$ cat src/rtl/bor_por_seq.sv
module bor_por_seq #(
  parameter int REG_CYC    = 160,
  parameter int OST_EDGES  = 1024,
  parameter int CYC_PER_MS = 8000,
  parameter int FSCM_CYC   = 800
) (
  input  logic       clk,
  input  logic       por_n,
  input  logic       bor_flag,
  input  logic       resume,
  input  logic [2:0] osc_sel,
  input  logic [1:0] posc_mode,
  input  logic [2:0] pwrt_sel,
  input  logic       osc_run,
  input  logic       pll_lock,
  input  logic       stat_wr,
  input  logic       stat_wdata,
  output logic       sys_rst,
  output logic       clk_en,
  output logic       exec_en,
  output logic       bor_stat
);
  localparam int PW_MAX = CYC_PER_MS * 128;
  localparam int BIG0   = (PW_MAX > FSCM_CYC) ? PW_MAX : FSCM_CYC;
  localparam int BIG    = (BIG0 > REG_CYC) ? BIG0 : REG_CYC;
  localparam int TW     = $clog2(BIG + 1) + 1;
  localparam int OW     = $clog2(OST_EDGES + 1);

  typedef enum logic [1:0] {S_REG, S_RUN, S_DONE} st_t;
  st_t st;

  logic [TW-1:0] tmr;
  logic [OW-1:0] ost_cnt;
  logic [2:0]    run_sync;

  wire crystal  = (osc_sel == 3'd2 || osc_sel == 3'd3) && (posc_mode == 2'd1 || posc_mode == 2'd2);
  wire pll_need = (osc_sel == 3'd1 || osc_sel == 3'd3);
  wire run_edge = run_sync[1] & ~run_sync[2];

  wire [TW-1:0] pwrt_target = (pwrt_sel == 3'd0) ? (crystal ? TW'(FSCM_CYC) : '0)
                                                 : (TW'(CYC_PER_MS) << pwrt_sel);
  wire pwrt_done = (tmr >= pwrt_target);
  wire ost_ok    = !crystal || (ost_cnt == OW'(OST_EDGES));
  wire pll_ok    = !pll_need || pll_lock;
  wire release_now = (st == S_RUN) && ost_ok && pll_ok && pwrt_done;

  assign sys_rst = (st != S_DONE);
  assign exec_en = (st == S_DONE);
  assign clk_en  = (st == S_DONE) || ((st == S_RUN) && ost_ok && pll_ok);

  always_ff @(posedge clk or negedge por_n) begin
    if (!por_n) run_sync <= '0;
    else        run_sync <= {run_sync[1:0], osc_run};
  end

  always_ff @(posedge clk or negedge por_n) begin
    if (!por_n) begin
      st      <= S_REG;
      tmr     <= '0;
      ost_cnt <= '0;
    end else if (bor_flag || resume) begin
      st      <= S_REG;
      tmr     <= '0;
      ost_cnt <= '0;
    end else begin
      case (st)
        S_REG: begin
          ost_cnt <= '0;
          if (tmr == TW'(REG_CYC - 1)) begin
            st  <= S_RUN;
            tmr <= '0;
          end else begin
            tmr <= tmr + 1'b1;
          end
        end
        S_RUN: begin
          if (release_now) st <= S_DONE;
          if (!pwrt_done) tmr <= tmr + 1'b1;
          if (run_edge && ost_cnt != OW'(OST_EDGES)) ost_cnt <= ost_cnt + 1'b1;
        end
        default: ;
      endcase
    end
  end

  always_ff @(posedge clk or negedge por_n) begin
    if (!por_n)                     bor_stat <= 1'b0;
    else if (bor_flag)              bor_stat <= 1'b1;
    else if (stat_wr && !stat_wdata) bor_stat <= 1'b0;
  end

  AST_BOR_RESETS: assert property (@(posedge clk) disable iff (!por_n)
    bor_flag |=> (bor_stat && sys_rst));
  AST_STAT_STICKY: assert property (@(posedge clk) disable iff (!por_n)
    (bor_stat && !(stat_wr && !stat_wdata)) |=> bor_stat);
  AST_STAT_CLEAR: assert property (@(posedge clk) disable iff (!por_n)
    (stat_wr && !stat_wdata && !bor_flag) |=> !bor_stat);
  AST_RELEASE_LOCKED: assert property (@(posedge clk) disable iff (!por_n)
    $fell(sys_rst) |-> (!$past(pll_need) || $past(pll_lock)));
  AST_STAY_RELEASED: assert property (@(posedge clk) disable iff (!por_n)
    (!sys_rst && !bor_flag && !resume) |=> (!sys_rst && clk_en));
  AST_EXEC_MATCH: assert property (@(posedge clk) disable iff (!por_n)
    exec_en != sys_rst);
endmodule

$ cat config.mk
export PLATFORM = sky130hd
export DESIGN_NAME = bor_por_seq
export DESIGN_NICKNAME = d
export VERILOG_FILES = /design/src/rtl/bor_por_seq.sv
export SDC_FILE = /design/constraint.sdc
export NUM_CORES = 1
export LEC_CHECK = 0
export CORE_UTILIZATION = 55
export DETAILED_ROUTE_END_ITERATION = 8
export HOLD_SLACK_MARGIN = 0.1
export PLACE_DENSITY = 0.76
export SYNTH_ARGS = -nofsm -noshare
export SYNTH_HDL_FRONTEND = slang
export SYNTH_SLANG_ARGS = --single-unit
$ cat constraint.sdc
create_clock -name clk -period 6.4 [get_ports clk]
set_input_delay 1.6 -clock clk [delete_from_list [all_inputs] [get_ports clk]]
set_output_delay 1.6 -clock clk [all_outputs]
set_load 0.05 [all_outputs]
Yosys cells after proc, flatten, opt, wreduce, memory -nomap -nowiden
Cells that the tools add are included.
- register bits: 38
- bits of input ports: 16
- output and inout port bits: 4
- add/sub/neg operators: 2
- order comparisons: 1
- eq/ne operators: 15
- shift operators: 1
- muxes and demuxes: 15
- bitwise operators: 2
- reductions and logical operators: 23
- operators by type and width (kind ; number):
    $mux W21 ; 4
    $pmux W21 S2 ; 1
    $mux W11 ; 2
    $pmux W11 S2 ; 1
    $add A21 B1 Y21 const B ; 1
    $eq A21 B8 Y1 const B ; 1
    $ge A21 B21 Y1 ; 1
    $shl A13 B3 Y21 const A ; 1
    $add A11 B1 Y11 const B ; 1
    $eq A11 B11 Y1 const B ; 1
    $ne A11 B11 Y1 const B ; 1
    $mux W10 ; 1
    $logic_or A1 B1 Y1 ; 7
    $eq A3 B2 Y1 const B ; 2
    $logic_and A1 B1 Y1 ; 6
    $mux W2 ; 3
    $ne A3 B2 Y1 const B ; 2
    $eq A2 B1 Y1 const B ; 2
    $eq A2 B2 Y1 const B ; 2
    $pmux W2 S2 ; 1
    $reduce_and A2 Y1 ; 2
    $eq A3 B1 Y1 const B ; 1
    $logic_not A1 Y1 ; 3
    $logic_not A3 Y1 ; 1
    other kinds (10) ; 11

Depth between registers and ports, before layout
Gate-level depths: netlist of run 1.
- depth after elaboration: 11
- gate-level depth with buffers: 13
- mapped depth without buffers: 10

Worst setup path before layout of run 1
Ideal clock, no wire load.
- kind: in2out
- start: in posc_mode[0]
- end: out clk_en
- arrival: 2.594 ns
- required time: 4.800 ns
- slack: 2.206 ns
- cell stages on the path: 5
- path through: xnor2_1 > nor3b_1 > nand2_1 > o311ai_0 > nand2_1
- longest elaborated chain between the ends: 8
- ends and longest elaborated chain (what ; RTL line ; source):
    start, declared ; 12 ; input logic [1:0] posc_mode,
    $eq A2 B1 Y1 / $eq A2 B2 Y1 (equally long branches) ; 36 ; wire crystal = (osc_sel == 3'd2 || osc_sel == 3'd3) && (posc_mode == 2'd1 || posc_mode == 2'd2);
    $logic_or A1 B1 Y1 * ; 36 ;
    $logic_and A1 B1 Y1 * ; 36 ;
    $logic_not A1 Y1 * ; 43 ; wire ost_ok = !crystal || (ost_cnt == OW'(OST_EDGES));
    $logic_or A1 B1 Y1 * ; 43 ;
    $logic_and A1 B1 Y1 * (2 in series) ; 49 ; assign clk_en = (st == S_DONE) || ((st == S_RUN) && ost_ok && pll_ok);
    $logic_or A1 B1 Y1 * ; 49 ;
    end, declared ; 19 ; output logic clk_en,
Every way passes the cells marked *; elsewhere a longest branch is shown, timed or not.

Final worst setup path of run 1
- start: in posc_mode[1]
- end: out clk_en
The elaborated chain is that of the path after synthesis.

==> flow_summary.yaml, run 1 <==
clock_tree:
  clkSinkCount: 38
  cts_buffer_depth: 2
  clock_latency_ns: 0.29
  cts.htree.levels: 2
  root_buffer: "clkbuf_8"
  postCtsHoldBufs: 0
  cts_tree: "yes"
  cts_setup_buffers: 0
  cts_buffers: 5
  cts_resized: 0
  clk_pin_slew_ns: 0.08
global_route:
  grt.overflow.total: 0
  antenna_found_initial: 0
  grt_pass1_wl_um: 9630
  grt_pass1_vias: 2134
  grt_max_degree: 39
  track_usage_pct: 24.9
yosys:
  synthTopCellsByArea: "dfrtp_1 (38%), ha_1 (9.1%), a21oi_1 (5.5%)"
  synth_top_area_share_pct: 38.4
  seq_area_frac_synth_pct: 38.4
  synth.avg_cell_area_um2: 8.71
  async_flop_share_pct: 100
  ys_types: 45
  yosysMostFrequentCell: "dfrtp_1"
  synth_top_cells_by_count: "dfrtp_1 (38), nand2_1 (28), a21oi_1 (27)"
  syn_inst: 284
  netlist_area_mm2: 0.00247
  ys_ff_latch: 38
  synth_ff_type: "dfrtp_1"
  synth_top_area_cell: "dfrtp_1"
  ys_warn_count: 0
  synth_edf_count: 0
  synth_nets: 318
sta:
  fin_skew_ns: 0.00888
  fmax_mhz: 193
  worstMarginPinSlew_ns: 1.05
  slew_violations: 0
  setup_viol: 0
  rsz0062_at_grt: "no"
  min_period_over_period_pct: 80.9
  hold_violations: 0
  slew_headroom_pct: 29.7
  min_period_ns: 5.18
  tns_ns: 0
worst_setup_path:
  crit_path_start_kind: "primary input"
  critical_path_buf_inv_count: 2
  path_cells: "clkdlybuf4s50_1 > xnor2_1 > nor3b_1 > nand2_1 > o311ai_0 > nand2_1 > clkdlybuf4s50_1"
  r2r_end: "tmr[3]"
  slowest_delay_ns: 0.71
  crit_fanout: 4
  cp_top_family: "buffers and inverters"
  end_kind: "primary output"
  cp.arrival_ns: 3.58
  crit_required_ns: 4.80
  cpMaxStageDelayCell: "clkdlybuf4s50_1"
  worstSetupPathType: "primary input to primary output"
  rr_startpoint: "tmr[18]"
  rrSetupSlack_ns: 3.41
  reg2reg_depth: 7
route:
  highest_layer: "met4"
  postRouteWirelength_um: 5370
  dr.first_iter.drc_count: 67
  drc: 0
  wire_per_inst_um: 15.0
  vias: 2202
  wl_met3_um: 220
  dr.pass1.iters: 4
  detail-route-antenna-nets: 0
  wirelength_met1_um: 2690
  routed_via_density: 6.15
  wl_met2_um: 2410
placed_design:
  port_buffers: 19
  gp_congestion: 0.791
  hpwl_um: 3780
floorplan:
  rows: 24
  die-area_mm2: 0.00477
  core-area_mm2: 0.00432
  fp.dieH_um: 69.1
  start_util_pct: 57.2
  die_w_um: 69.1
  io_pins: 20
run_status:
  status: "finished, final reports clean"
final_layout:
  post-route-util_pct: 65.8
  layout.nets: 339
  final.fill_count: 366
  syn2layout_area_growth_pct: 15.1
  n_antenna_cell: 0
  drive_above_1_share_pct: 5.88
pwr:
  p_leak_uw: 0.00113
  p_per_area_mw_per_mm2: 186
  ir_worst_vdd_mv: 0.152
min_path:
  min-delay-start: "run_sync[0]"
  min_delay_path_depth: 0
  hold_end: "run_sync[1]"
  min_path_type: "flip-flop to flip-flop"
flow_run:
  cap_violations: 0
## worst max path at each step
stage | cells after the start | startpoint | slack (ns) | end
floorplan | 5 | posc_mode[0] | 2.21 | clk_en
global placement | 7 | posc_mode[0] | 1.27 | clk_en
detailed placement | 7 | posc_mode[0] | 1.20 | clk_en
finish | 7 | posc_mode[1] | 1.22 | clk_en
CTS | 7 | posc_mode[0] | 1.20 | clk_en
global route | 7 | posc_mode[1] | 1.02 | clk_en
## layer usage
layer	track usage, %	vias up
li1	-	1091
met1	34.6	1059
met2	39.2	46
met3	5.41	6
met4	7.26	0
met5	0	-
## cells by family after synthesis
group	share of synthesized area (%)
mux	0.405
compound gates	21.0
buf+inv	4.25
xor+xnor	2.48
simple gates	24.3
flops	38.4
fa+ha+maj	9.10
## state kept, by name, indices dropped and copies added (netlist names)
| name | cells |
|---|---|
| ost_cnt | 11 |
| tmr | 21 |
| st | 2 |
| bor_stat | 1 |
| run_sync | 3 |
## worst register-to-register path, stage by stage (launching register included)
cell and delay, ns:
dfrtp_1 0.45, ha_1 0.34, a21o_1 0.19, a211oi_1 0.41
a41oi_2 0.59, buf_4 0.39, or2_2 0.33, o31ai_1 0.22
## stage by stage
stage / power, uW / cell area (um2) / hold WS [ns] / instances / setup WS (ns)
6_report: 528 / 2850 / 0.354 / 358 / 1.22
5_1_grt: 549 / 2850 / 0.387 / 358 / 1.02
4_1_cts: 534 / 2850 / 0.355 / 358 / 1.20
3_5_place_dp: 288 / 2710 / 0.336 / 350 / 1.20
3_3_place_gp: 287 / 2710 / 0.334 / 350 / 1.27
2_1_floorplan: 268 / 2470 / 0.331 / 284 / 2.21
## where the power goes
part | internal, uW | switching [uW]
Sequential | 242 | 1.39
Combinational | 16.7 | 22.6
Clock | 156 | 89.4
## cell type report
cell class              instances  area [um2]  share of cell area [%]
well taps                      52        65.1                    2.29
inverters                      16        60.1                    2.11
multi-input cells             221        1420                    49.8
repair buffers                 23         215                    7.56
clock buffers                   5        68.8                    2.42
flip-flops and latches         38         951                    33.4
clock inverters                 3        68.8                    2.42
## cell usage in the layout (no fill, tap or decap), drive strengths merged, types with 4 or more instances in the layout
master / synthesis / final
nand2: 28 / 28
and3: 4 / 4
nor2: 17 / 17
o21ai: 22 / 22
a21oi: 27 / 27
o31ai: 14 / 14
inv: 16 / 16
buf: 4 / 5
nor4: 5 / 5
nor3: 5 / 5
xnor2: 4 / 4
clkbuf: 5 / 5
nand3: 18 / 18
clkdlybuf4s50: 0 / 18
dfrtp: 38 / 38
ha: 18 / 18
or3: 10 / 10
or4: 9 / 9
Power figures use the tool's default switching activity.
==> run 2, diff against run 1 <==
--- a/config.mk
+++ b/config.mk
@@ -5,10 +5,10 @@
 export SDC_FILE = /design/constraint.sdc
 export NUM_CORES = 1
 export LEC_CHECK = 0
-export CORE_UTILIZATION = 55
+export CORE_UTILIZATION = 53
 export DETAILED_ROUTE_END_ITERATION = 8
 export HOLD_SLACK_MARGIN = 0.1
-export PLACE_DENSITY = 0.76
+export PLACE_DENSITY = 0.77
 export SYNTH_ARGS = -nofsm -noshare
 export SYNTH_HDL_FRONTEND = slang
 export SYNTH_SLANG_ARGS = --single-unit
==> constraint.sdc (replaced) <==
create_clock -name clk -period 4.57 [get_ports clk]
set_input_delay 1.1425 -clock clk [delete_from_list [all_inputs] [get_ports clk]]
set_output_delay 1.1425 -clock clk [all_outputs]
set_load 0.05 [all_outputs]
==> flow_summary.yaml, run 2 (same netlist as run 1, synthesis figures left out) <==
final_layout:
  layout.nets: 338
  final_cell_mix: "dfrtp_1 (38), nand2_1 (28), a21oi_1 (27)"
  final.fill_count: 387
  reg.largest.list: "tmr (21), ost_cnt (11), run_sync (3)"
  n_antenna_cell: 0
  regMostFlops: "tmr"
  largest_reg_flops: 21
  drive_above_1_share_pct: 5.57
  syn2layout_area_growth_pct: 14.1
  final_common_cell: "dfrtp_1"
sta:
  setup_viol: 0
  min_period_ns: 4.24
  tns_ns: 0
  hold_violations: 0
  fin_skew_ns: 0.00386
  rsz0062_at_grt: "no"
  worst_slack_ns: 0.333
  slew_headroom_pct: 36.1
  min_period_over_period_pct: 92.7
  slew_violations: 0
  worstMarginPinSlew_ns: 0.952
  fmax_mhz: 236
worst_setup_path:
  rrSetupSlack_ns: 1.96
  crit_path_start_kind: "primary input"
  cp-startpoint: "posc_mode[1]"
  r2r_end: "tmr[19]"
  worstSetupPathType: "primary input to primary output"
  cpMaxStageDelayCell: "clkdlybuf4s50_1"
  reg2reg_depth: 7
  rr_startpoint: "tmr[18]"
  slowest_delay_ns: 0.71
  crit_fanout: 4
  path_cells: "clkdlybuf4s50_1 > xnor2_1 > nor3b_1 > nand2_1 > o311ai_0 > nand2_1 > clkdlybuf4s50_1"
  crit_required_ns: 3.43
  cp.arrival_ns: 3.09
  end_kind: "primary output"
pwr:
  pwr-share-clk_pct: 41.8
  comb_power_share_pct: 8.1
  power_switching_uw: 157
  switching_share_pct: 23.1
  seqPwrFrac_pct: 50.1
  p_int_uw: 523
  p_per_area_mw_per_mm2: 241
  total_power_uw: 680
  p_leak_uw: 0.00112
  ir_worst_vdd_mv: 0.147
floorplan:
  start_util_pct: 56.0
  io_pins: 20
  rows: 24
  die_w_um: 70.3
  fp.dieH_um: 70.3
  die-area_mm2: 0.00494
  core-area_mm2: 0.00441
clock_tree:
  cts_resized: 0
  root_buffer: "clkbuf_8"
  clkSinkCount: 38
  cts.htree.levels: 2
  cts_setup_buffers: 0
  postCtsHoldBufs: 0
  clk_pin_slew_ns: 0.07
  cts_buffers: 5
  cts_buffer_depth: 2
  cts_tree: "yes"
  clock_latency_ns: 0.30
global_route:
  track_usage_pct: 22.8
  grt_max_degree: 41
  antenna_found_initial: 0
  grt_pass1_vias: 1920
  grt.overflow.total: 0
  grt_pass1_wl_um: 8890
flow_run:
  cap_violations: 0
placed_design:
  gp_congestion: 0.809
  port_buffers: 19
  pre_cts_ws_ns: 0.321
  hpwl_um: 3670
route:
  drc: 0
  vias: 2186
  routed_via_density: 6.12
  detail-route-antenna-nets: 0
  wire_per_inst_um: 14.7
  dr.first_iter.drc_count: 78
  dr.pass1.iters: 4
  postRouteWirelength_um: 5250
min_path:
  min_delay_path_depth: 0
  min_path_type: "flip-flop to flip-flop"
  hold_end: "run_sync[1]"
  min-delay-start: "run_sync[0]"
run_status:
  status: "finished, final reports clean"
## run 2: changes by cell type in the layout (fill, tap and decap cells not counted)
cell       before  now
clkinv_2        0    2
bufinv_16       2    1
buf_4           4    2
buf_12          0    1
clkinv_4        1    0
o21ai_1         0    1
o21ai_0        22   21
## run 2: area by class of cell
class	count	area [um2]	area share (%)
Clock inverter	3	40.0	1.42
Timing Repair Buffer	22	220	7.80
Tap cell	52	65.1	2.30
Clock buffer	5	68.8	2.44
Sequential cell	38	951	33.7
Multi-Input combinational cell	221	1420	50.2
Inverter	16	60.1	2.13
## run 2: worst max-delay path by stage
stage                          to  slack [ns]
after floorplan           tmr[13]        1.10
after global routing       clk_en        0.22
final                      clk_en        0.33
after detailed placement   clk_en        0.32
after global placement     clk_en        0.37
after CTS                  clk_en        0.32
## run 2: power by group through the flow
stage	logic (uW)	registers [uW]	clock network, uW
3_3_place_gp	54.6	347	0
6_report	55.0	341	284
5_1_grt	61.6	341	302
2_1_floorplan	26.1	349	0
3_5_place_dp	55.5	347	0
4_1_cts	55.9	341	292
## run 2: routing by layer
layer	GRT usage, %	wire [um]
met2	34.0	2330
met1	32.9	2650
met4	6.89	57
met5	0	0
met3	5.19	215
## run 2: per-stage QoR
stage	area [um2]	util (%)	std cells	hold slack [ns]
finish	2820	63.9	357	0.357
global route	2820	63.9	357	0.366
CTS	2820	63.9	357	0.360
detailed placement	2710	61.5	349	0.342
global placement	2710	61.5	349	0.335
floorplan	2470	-	284	0.331
## run 2: worst max-delay path, delay by kind of cell
family / cells / cell delay [ns]
and+or+nand+nor: 3 / 0.54
buffers and inverters: 2 / 1.13
AOI/OAI and AO/OA: 1 / 0.15
xor gates and xnor gates: 1 / 0.13
